$ cat src/rtl/rowcopy_pkg.sv
package rowcopy_pkg;

    localparam int BANK_W = 2;
    localparam int SUB_W  = 2;
    localparam int ROW_W  = 4;
    localparam int COL_W  = 4;
    localparam int DATA_W = 8;
    localparam int CNT_W  = 4;

    typedef struct packed {
        logic [BANK_W-1:0] bank;
        logic [SUB_W-1:0]  sub;
        logic [ROW_W-1:0]  row;
    } row_addr_t;

    typedef enum logic [1:0] {
        CMD_ACT  = 2'd0,
        CMD_PRE  = 2'd1,
        CMD_WR   = 2'd2,
        CMD_XFER = 2'd3
    } cmd_kind_t;

    typedef enum logic [2:0] {
        PLAN_DUAL_ACT,
        PLAN_STREAM,
        PLAN_STREAM_TWICE,
        PLAN_ZERO,
        PLAN_FILL
    } plan_mode_t;

    typedef enum logic [1:0] {
        OP_DUAL_ACT,
        OP_STREAM,
        OP_FILL
    } op_kind_t;

    typedef struct packed {
        op_kind_t  kind;
        row_addr_t src;
        row_addr_t dst;
    } op_desc_t;

    function automatic int max4(input int a, input int b, input int c, input int d);
        int m;
        m = a;
        if (b > m) m = b;
        if (c > m) m = c;
        if (d > m) m = d;
        return m;
    endfunction

endpackage

$ cat src/rtl/rc_classify.sv
module rc_classify
    import rowcopy_pkg::*;
(
    input  logic              is_init,
    input  row_addr_t         src,
    input  row_addr_t         dst,
    input  logic [CNT_W-1:0]  count,
    input  logic [DATA_W-1:0] value,
    output plan_mode_t        mode,
    output logic [CNT_W-1:0]  n_ops,
    output logic              bad
);
    localparam int SPAN_W = ROW_W + CNT_W + 1;
    localparam logic [SPAN_W-1:0] LAST_ROW = SPAN_W'((1 << ROW_W) - 1);

    logic [CNT_W-1:0]  cnt_eff;
    logic [SPAN_W-1:0] span_end;

    always_comb begin
        cnt_eff  = (count == '0) ? CNT_W'(1) : count;
        span_end = SPAN_W'(dst.row) + SPAN_W'(cnt_eff) - SPAN_W'(1);
        if (is_init) begin
            mode  = (value == '0) ? PLAN_ZERO : PLAN_FILL;
            n_ops = cnt_eff;
            bad   = (dst.row == '0) || (span_end > LAST_ROW);
        end else begin
            bad = (dst.row == '0);
            if (src.bank != dst.bank) begin
                mode  = PLAN_STREAM;
                n_ops = CNT_W'(1);
            end else if (src.sub != dst.sub) begin
                mode  = PLAN_STREAM_TWICE;
                n_ops = CNT_W'(2);
            end else begin
                mode  = PLAN_DUAL_ACT;
                n_ops = CNT_W'(1);
            end
        end
    end
endmodule

$ cat src/rtl/rc_gap_timer.sv
module rc_gap_timer #(
    parameter int W = 3
) (
    input  logic         clk,
    input  logic         rst,
    input  logic         load,
    input  logic [W-1:0] load_val,
    output logic         expired
);
    logic [W-1:0] cnt;

    always_ff @(posedge clk) begin
        if (rst) begin
            cnt <= '0;
        end else if (load) begin
            cnt <= load_val;
        end else if (cnt != '0) begin
            cnt <= cnt - W'(1);
        end
    end

    assign expired = (cnt == '0);
endmodule

$ cat src/rtl/rc_op_engine.sv
module rc_op_engine
    import rowcopy_pkg::*;
#(
    parameter int T_RP  = 3,
    parameter int T_RCD = 3,
    parameter int T_RAS = 6,
    parameter int T_CCD = 2
) (
    input  logic              clk,
    input  logic              rst,
    input  logic              start,
    input  op_desc_t          op,
    input  logic [COL_W-1:0]  cols,
    input  logic [DATA_W-1:0] wdata,
    output logic              cmd_valid,
    output cmd_kind_t         cmd_kind,
    output logic [BANK_W-1:0] cmd_bank,
    output logic [SUB_W-1:0]  cmd_sub,
    output logic [ROW_W-1:0]  cmd_row,
    output logic [COL_W-1:0]  cmd_col,
    output logic [BANK_W-1:0] cmd_bank2,
    output logic [DATA_W-1:0] cmd_data,
    output logic              op_done
);
    localparam int TMAX = max4(T_RP, T_RCD, T_RAS, T_CCD);
    localparam int TW   = $clog2(TMAX + 1);

    typedef enum logic [3:0] {
        E_IDLE, E_PRE_S, E_PRE_D, E_ACT_S, E_ACT_D,
        E_BEAT, E_PRE_ES, E_PRE_ED, E_END
    } eng_state_t;

    eng_state_t        state, nxt;
    op_desc_t          op_q;
    logic [COL_W-1:0]  cols_q;
    logic [DATA_W-1:0] wdata_q;
    logic [COL_W-1:0]  col;
    logic              expired, issue, last_beat;
    int                dly;
    cmd_kind_t         c_kind;
    logic [BANK_W-1:0] c_bank;
    logic [SUB_W-1:0]  c_sub;
    logic [ROW_W-1:0]  c_row;
    logic [DATA_W-1:0] c_data;

    rc_gap_timer #(.W(TW)) u_timer (
        .clk      (clk),
        .rst      (rst),
        .load     (issue),
        .load_val (TW'(dly - 1)),
        .expired  (expired)
    );

    always_comb begin
        nxt       = state;
        dly       = 1;
        c_kind    = CMD_PRE;
        c_bank    = op_q.dst.bank;
        c_sub     = '0;
        c_row     = '0;
        c_data    = '0;
        last_beat = ({1'b0, col} + (COL_W+1)'(1)) >= {1'b0, cols_q};
        issue     = expired && (state != E_IDLE) && (state != E_END);
        case (state)
            E_PRE_S: begin
                c_bank = op_q.src.bank;
                nxt    = E_PRE_D;
            end
            E_PRE_D: begin
                dly = T_RP;
                nxt = (op_q.kind == OP_FILL) ? E_ACT_D : E_ACT_S;
            end
            E_ACT_S: begin
                c_kind = CMD_ACT;
                c_bank = op_q.src.bank;
                c_sub  = op_q.src.sub;
                c_row  = op_q.src.row;
                dly    = (op_q.kind == OP_DUAL_ACT) ? T_RAS : T_RCD;
                nxt    = E_ACT_D;
            end
            E_ACT_D: begin
                c_kind = CMD_ACT;
                c_sub  = op_q.dst.sub;
                c_row  = op_q.dst.row;
                dly    = (op_q.kind == OP_DUAL_ACT) ? T_RAS : T_RCD;
                nxt    = (op_q.kind == OP_DUAL_ACT) ? E_PRE_ED : E_BEAT;
            end
            E_BEAT: begin
                if (op_q.kind == OP_FILL) begin
                    c_kind = CMD_WR;
                    c_data = wdata_q;
                end else begin
                    c_kind = CMD_XFER;
                    c_bank = op_q.src.bank;
                end
                dly = last_beat ? T_RAS : T_CCD;
                nxt = !last_beat ? E_BEAT :
                      (op_q.kind == OP_STREAM) ? E_PRE_ES : E_PRE_ED;
            end
            E_PRE_ES: begin
                c_bank = op_q.src.bank;
                nxt    = E_PRE_ED;
            end
            E_PRE_ED: begin
                dly = T_RP;
                nxt = E_END;
            end
            default: ;
        endcase
    end

    always_ff @(posedge clk) begin
        if (rst) begin
            state     <= E_IDLE;
            op_q      <= '0;
            cols_q    <= '0;
            wdata_q   <= '0;
            col       <= '0;
            cmd_valid <= 1'b0;
            cmd_kind  <= CMD_ACT;
            cmd_bank  <= '0;
            cmd_sub   <= '0;
            cmd_row   <= '0;
            cmd_col   <= '0;
            cmd_bank2 <= '0;
            cmd_data  <= '0;
            op_done   <= 1'b0;
        end else begin
            cmd_valid <= 1'b0;
            op_done   <= 1'b0;
            if (state == E_IDLE) begin
                if (start) begin
                    op_q    <= op;
                    cols_q  <= cols;
                    wdata_q <= wdata;
                    col     <= '0;
                    state   <= (op.kind == OP_STREAM) ? E_PRE_S : E_PRE_D;
                end
            end else if (state == E_END) begin
                if (expired) begin
                    op_done <= 1'b1;
                    state   <= E_IDLE;
                end
            end else if (issue) begin
                cmd_valid <= 1'b1;
                cmd_kind  <= c_kind;
                cmd_bank  <= c_bank;
                cmd_sub   <= c_sub;
                cmd_row   <= c_row;
                cmd_col   <= (state == E_BEAT) ? col : '0;
                cmd_bank2 <= (state == E_BEAT) ? op_q.dst.bank : '0;
                cmd_data  <= c_data;
                if (state == E_BEAT) col <= col + COL_W'(1);
                state <= nxt;
            end
        end
    end

    AST_DUAL_ACT_ONE_SUBARRAY: assert property (@(posedge clk) disable iff (rst)
        (issue && state == E_ACT_D && op_q.kind == OP_DUAL_ACT) |->
        (op_q.src.bank == op_q.dst.bank && op_q.src.sub == op_q.dst.sub));

    AST_BEAT_COL_RANGE: assert property (@(posedge clk) disable iff (rst)
        (cmd_valid && (cmd_kind == CMD_WR || cmd_kind == CMD_XFER)) |->
        (cmd_col == '0 || cmd_col < cols_q));

    AST_DUAL_ACT_NO_COLUMN: assert property (@(posedge clk) disable iff (rst)
        (cmd_valid && op_q.kind == OP_DUAL_ACT) |->
        (cmd_kind == CMD_ACT || cmd_kind == CMD_PRE));
endmodule

$ cat src/rtl/rowcopy_seq.sv
module rowcopy_seq
    import rowcopy_pkg::*;
#(
    parameter int T_RP     = 3,
    parameter int T_RCD    = 3,
    parameter int T_RAS    = 6,
    parameter int T_CCD    = 2,
    parameter int TEMP_ROW = (1 << ROW_W) - 1
) (
    input  logic              clk,
    input  logic              rst,
    input  logic              req_valid,
    input  logic              req_op,
    input  logic [BANK_W-1:0] req_src_bank,
    input  logic [SUB_W-1:0]  req_src_sub,
    input  logic [ROW_W-1:0]  req_src_row,
    input  logic [BANK_W-1:0] req_dst_bank,
    input  logic [SUB_W-1:0]  req_dst_sub,
    input  logic [ROW_W-1:0]  req_dst_row,
    input  logic [CNT_W-1:0]  req_count,
    input  logic [DATA_W-1:0] req_value,
    input  logic [COL_W-1:0]  cfg_cols,
    output logic              busy,
    output logic              done,
    output logic              err,
    output logic              cmd_valid,
    output logic [1:0]        cmd_kind,
    output logic [BANK_W-1:0] cmd_bank,
    output logic [SUB_W-1:0]  cmd_sub,
    output logic [ROW_W-1:0]  cmd_row,
    output logic [COL_W-1:0]  cmd_col,
    output logic [BANK_W-1:0] cmd_bank2,
    output logic [DATA_W-1:0] cmd_data
);
    localparam int NBANK = 1 << BANK_W;
    localparam logic [ROW_W-1:0] SCRATCH_ROW = ROW_W'(TEMP_ROW);

    row_addr_t         in_src, in_dst;
    plan_mode_t        in_mode, mode_q;
    logic [CNT_W-1:0]  in_nops, nops_q, op_idx;
    logic              in_bad, accept, reject, launch, op_done;
    row_addr_t         src_q, dst_q, scratch;
    logic [COL_W-1:0]  cols_q;
    logic [DATA_W-1:0] value_q;
    op_desc_t          cur_op;
    cmd_kind_t         eng_kind;

    assign in_src = '{bank: req_src_bank, sub: req_src_sub, row: req_src_row};
    assign in_dst = '{bank: req_dst_bank, sub: req_dst_sub, row: req_dst_row};

    rc_classify u_classify (
        .is_init (req_op),
        .src     (in_src),
        .dst     (in_dst),
        .count   (req_count),
        .value   (req_value),
        .mode    (in_mode),
        .n_ops   (in_nops),
        .bad     (in_bad)
    );

    assign accept = req_valid && !busy && !in_bad;
    assign reject = req_valid && !busy && in_bad;

    always_ff @(posedge clk) begin
        if (rst) begin
            busy    <= 1'b0;
            done    <= 1'b0;
            err     <= 1'b0;
            launch  <= 1'b0;
            mode_q  <= PLAN_DUAL_ACT;
            nops_q  <= '0;
            op_idx  <= '0;
            src_q   <= '0;
            dst_q   <= '0;
            cols_q  <= '0;
            value_q <= '0;
        end else begin
            done   <= 1'b0;
            err    <= 1'b0;
            launch <= 1'b0;
            if (accept) begin
                busy    <= 1'b1;
                launch  <= 1'b1;
                mode_q  <= in_mode;
                nops_q  <= in_nops;
                op_idx  <= '0;
                src_q   <= in_src;
                dst_q   <= in_dst;
                cols_q  <= cfg_cols;
                value_q <= req_value;
            end else if (reject) begin
                err <= 1'b1;
            end
            if (busy && op_done) begin
                if (op_idx == nops_q - CNT_W'(1)) begin
                    done <= 1'b1;
                    busy <= 1'b0;
                end else begin
                    op_idx <= op_idx + CNT_W'(1);
                    launch <= 1'b1;
                end
            end
        end
    end

    assign scratch = '{bank: dst_q.bank ^ BANK_W'(1), sub: '0, row: SCRATCH_ROW};

    always_comb begin
        cur_op = '0;
        case (mode_q)
            PLAN_DUAL_ACT: begin
                cur_op.kind = OP_DUAL_ACT;
                cur_op.src  = src_q;
                cur_op.dst  = dst_q;
            end
            PLAN_STREAM: begin
                cur_op.kind = OP_STREAM;
                cur_op.src  = src_q;
                cur_op.dst  = dst_q;
            end
            PLAN_STREAM_TWICE: begin
                cur_op.kind = OP_STREAM;
                cur_op.src  = (op_idx == '0) ? src_q : scratch;
                cur_op.dst  = (op_idx == '0) ? scratch : dst_q;
            end
            PLAN_ZERO: begin
                cur_op.kind     = OP_DUAL_ACT;
                cur_op.src      = '{bank: dst_q.bank, sub: dst_q.sub, row: '0};
                cur_op.dst      = dst_q;
                cur_op.dst.row  = dst_q.row + ROW_W'(op_idx);
            end
            default: begin
                cur_op.kind     = (op_idx == '0) ? OP_FILL : OP_DUAL_ACT;
                cur_op.src      = dst_q;
                cur_op.dst      = dst_q;
                cur_op.dst.row  = dst_q.row + ROW_W'(op_idx);
            end
        endcase
    end

    rc_op_engine #(
        .T_RP  (T_RP),
        .T_RCD (T_RCD),
        .T_RAS (T_RAS),
        .T_CCD (T_CCD)
    ) u_engine (
        .clk       (clk),
        .rst       (rst),
        .start     (launch),
        .op        (cur_op),
        .cols      (cols_q),
        .wdata     (value_q),
        .cmd_valid (cmd_valid),
        .cmd_kind  (eng_kind),
        .cmd_bank  (cmd_bank),
        .cmd_sub   (cmd_sub),
        .cmd_row   (cmd_row),
        .cmd_col   (cmd_col),
        .cmd_bank2 (cmd_bank2),
        .cmd_data  (cmd_data),
        .op_done   (op_done)
    );

    assign cmd_kind = eng_kind;

    logic [1:0]       act_cnt [NBANK];
    logic [NBANK-1:0] bank_open;

    for (genvar g = 0; g < NBANK; g++) begin : g_bank_track
        always_ff @(posedge clk) begin
            if (rst) begin
                act_cnt[g] <= '0;
            end else if (cmd_valid && cmd_bank == BANK_W'(g)) begin
                if (eng_kind == CMD_PRE)
                    act_cnt[g] <= '0;
                else if (eng_kind == CMD_ACT && act_cnt[g] != 2'd3)
                    act_cnt[g] <= act_cnt[g] + 2'd1;
            end
        end
        assign bank_open[g] = (act_cnt[g] != '0);
    end

    AST_ACT_LIMIT: assert property (@(posedge clk) disable iff (rst)
        (cmd_valid && eng_kind == CMD_ACT) |-> (act_cnt[cmd_bank] < 2'd2));

    AST_DONE_ALL_CLOSED: assert property (@(posedge clk) disable iff (rst)
        done |-> (bank_open == '0));

    AST_BUSY_FALL_WITH_DONE: assert property (@(posedge clk) disable iff (rst)
        $fell(busy) |-> done);

    AST_ERR_ONLY_IDLE: assert property (@(posedge clk) disable iff (rst)
        err |-> !busy);

    AST_REQ_HELD_WHILE_BUSY: assert property (@(posedge clk) disable iff (rst)
        ($past(busy) && busy) |-> ($stable(dst_q) && $stable(src_q) && $stable(mode_q)));
endmodule

$ cat config.mk
export PLATFORM = sky130hd
export DESIGN_NAME = rowcopy_seq
export DESIGN_NICKNAME = d
export VERILOG_FILES = /design/src/rtl/rowcopy_pkg.sv /design/src/rtl/rc_classify.sv /design/src/rtl/rc_gap_timer.sv /design/src/rtl/rc_op_engine.sv /design/src/rtl/rowcopy_seq.sv
export SDC_FILE = /design/constraint.sdc
export NUM_CORES = 1
export LEC_CHECK = 0
export BUFFER_PORTS_ARGS = -buffer_cell sky130_fd_sc_hd__buf_2
export CAP_MARGIN = 20
export CORE_MARGIN = 1
export CORE_UTILIZATION = 50
export DETAILED_ROUTE_END_ITERATION = 8
export PLACE_DENSITY = 0.74
export SETUP_SLACK_MARGIN = 0.15
export SLEW_MARGIN = 20
export SYNTH_ARGS = -nofsm -noshare
export SYNTH_HDL_FRONTEND = slang
export SYNTH_SLANG_ARGS = --single-unit
$ cat constraint.sdc
create_clock -name clk -period 5.72 [get_ports clk]
set_input_delay 0.858 -clock clk [delete_from_list [all_inputs] [get_ports clk]]
set_output_delay 0.858 -clock clk [all_outputs]
set_load 0.1 [all_outputs]
==> flow_metrics.py <==
metrics = {
    "die": {
        "start_util_pct": 51.9,
        "dieArea_um2": 11200,
        "rows": 37,
        "die_y_um": 106,
        "coreArea_um2": 10400,
        "die_x_um": 106,
        "pin_count": 64,
    },
    "global_route": {
        "antenna_found_initial": 0,
        "grt_pass1_vias": 4358,
        "grt_pass1_wl_mm": 21.4,
        "grt.overflow.total": 0,
        "grt_max_degree": 107,
        "grt_util_all_layers_pct": 23.6,
    },
    "drt": {
        "vias": 4719,
        "wl_per_cell_um": 15.4,
        "drt_iter0_drc": 337,
        "postRouteAntennaNets": 0,
        "viasPerCell": 5.82,
        "totalWireLength_mm": 12.5,
        "route.detailed.drc": 0,
        "drt-pass1-iter-count": 5,
    },
    "cells_and_area": {
        "final_cell_area_um2": 5890,
        "layout-drive-gt1-share_pct": 17.6,
        "layout_commonest_cell": "dfxtp_1",
        "layout_common_cells": "dfxtp_1, a21oi_1, buf_2",
        "final_cells": 811,
        "fin_nets": 725,
        "n_antenna_cell": 0,
        "syn2layout_area_growth_pct": 9.40,
        "final_core_util_pct": 56.8,
    },
    "worst_hold_path": {
        "hold_path.class": "reg -> reg",
    },
    "placed_design": {
        "dp_hpwl_mm": 8.85,
        "gp_congestion": 0.870,
        "dp.cells": 795,
        "port_buffers": 63,
        "dpl-instance-area_um2": 5690,
    },
    "cts": {
        "path_clk_slew_ns": 0.11,
        "hold_buffers": 0,
        "post_cts_buffers": 0,
        "cts_resized": 0,
        "cts_tree": "yes",
        "clock-sinks": 110,
        "ctsHtreeMaxLevel": 3,
        "cts_buffers": 9,
        "clockBufferDepth": 2,
        "clk_latency_ns": 0.38,
        "clock-root-buffer": "clkbuf_8",
    },
    "yosys": {
        "syn_nets": 694,
        "synth_cell_type_count": 68,
        "syn_avg_cell_area_um2": 8.42,
        "ys_dominant_reg_cell": "dfxtp_1",
        "synth_seq_area_share_pct": 40.9,
        "synth_area_um2": 5380,
        "synth_edf_count": 0,
        "async_flop_share_pct": 0,
        "syn_inst": 639,
        "ys_ff_latch": 110,
        "yosys_warnings": 0,
    },
    "sta": {
        "worstMarginPinSlew_ns": 1.09,
        "finalSetupTns_ns": 0,
        "finalCriticalPeriod_ns": 3.74,
        "post-route-period-util_pct": 65.4,
        "clock_skew_ns": 0.0161,
        "finalHoldViolations": 0,
        "slew_viol_final": 0,
        "setup_viol": 0,
        "rsz0062_at_grt": "false",
        "hold_slack_ns": 0.458,
        "max_freq_mhz": 267,
        "slew_headroom_pct": 27.6,
    },
    "worst_setup_path": {
        "crit_type": "in -> reg",
        "cp-end-kind": "register",
        "cp-start-kind": "primary input",
        "crit_fanout": 30,
        "critical_path_arrival_ns": 4.02,
        "cp.required_ns": 6.00,
    },
    "power": {
        "power.leakage_nw": 2.24,
        "ir_drop_v": 0.000235,
        "power.density_nw_per_um2": 339,
    },
    "outcome": {
        "status": "finished, final reports clean",
    },
    "run": {
        "maxCapViolCount": 0,
    },
}
==> area by class of cell <==
type,count,area (um^2)
multi-input combinational,458,2880
clock buffer,9,124
timing repair buffer,67,348
inverter,24,90.1
sequential,110,2200
clock inverter,7,75.1
fill,962,4480
tap,136,170
==> metal layers <==
metal	part of all wire, %	routed length, um	global-route usage [%]	vias up
met1	47	5860	33.0	2207
met4	1.4	172	7.44	0
met2	47	5900	37.2	144
li1	-	-	-	2351
met5	0	0	0	-
met3	4.7	591	3.71	17
==> sequential cells by signal, summed over array words and instances (netlist names), 3 cells and up <==
name / flops
u_engine.col: 4
op_idx: 4
u_engine.cols_q: 4
dst_q: 8
u_engine.wdata_q: 8
mode_q: 3
value_q: 8
u_engine.cmd_col: 4
nops_q: 4
u_engine.cmd_data: 8
u_engine.u_timer.cnt: 3
u_engine.cmd_row: 4
cols_q: 4
u_engine.state: 4
u_engine.op_q: 18
src_q: 8
==> worst max-delay path, stage by stage <==
cell and delay (ns):
buf_2 0.13, nor3_1 0.18, nor2_1 0.08, inv_1 0.06, ha_1 0.16, inv_1 0.06
fa_1 0.41, and3b_1 0.23, a311o_1 0.21, mux2i_4 0.30, a32o_2 0.64, nand2_1 0.37
a31o_2 0.33
==> through the flow <==
stage	setup WS [ns]	power, mW
floorplan	2.51	1.42
global placement	1.77	1.52
detailed placement	1.64	1.54
CTS	2.05	2.00
global route	1.74	2.12
finish	1.98	1.99
==> cell families (layout without fill, tap and decap cells) <==
logic type,after synthesis,count (layout),synth area share [%]
AOI/OAI and AO/OA,201,201,24.2
xor gates and xnor gates,19,19,3.35
adders and majority gates,19,19,4.70
buffers and inverters,71,107,5.77
DFF,110,110,40.9
muxes,6,6,1.47
and+or+nand+nor,213,213,19.6
==> report_power, final <==
group	switching, mW	total, mW	internal, mW
clock network	0.293	0.466	0.173
logic	0.429	0.620	0.191
registers	0.0736	0.909	0.835
total	0.795	1.99	1.20
==> cell usage after synthesis, types with 10 or more instances <==
| cell type | count | area share [%] |
|---|---|---|
| dfxtp_1 | 110 | 41 |
| nand2_1 | 60 | 4.2 |
| o21ai_0 | 39 | 3.6 |
| ha_1 | 17 | 4.0 |
| a22oi_1 | 15 | 2.1 |
| nor3_1 | 13 | 1.2 |
| inv_1 | 24 | 1.7 |
| nand3_1 | 34 | 3.2 |
| a21oi_2 | 10 | 1.6 |
| clkbuf_1 | 33 | 2.3 |
| nor2_1 | 56 | 3.9 |
| a21oi_1 | 65 | 6.0 |
| nand2b_1 | 10 | 1.2 |
| a211oi_1 | 15 | 2.1 |
==> path summary, 6_finish.rpt <==
check / startpoint / endpoint / slack (ns) / depth (start not counted)
worst max-delay path: req_count[1] / dst_q[1] / 1.98 / 13
worst min-delay path: u_engine.cmd_col[2] / u_engine.cmd_col[2] / 0.46 / 2
worst max register to register: u_engine.state[0] / u_engine.col[2] / 3.09 / 6
worst min register to register: u_engine.cmd_col[2] / u_engine.cmd_col[2] / 0.46 / 2
No activity file was read; power rests on OpenSTA's default activity.
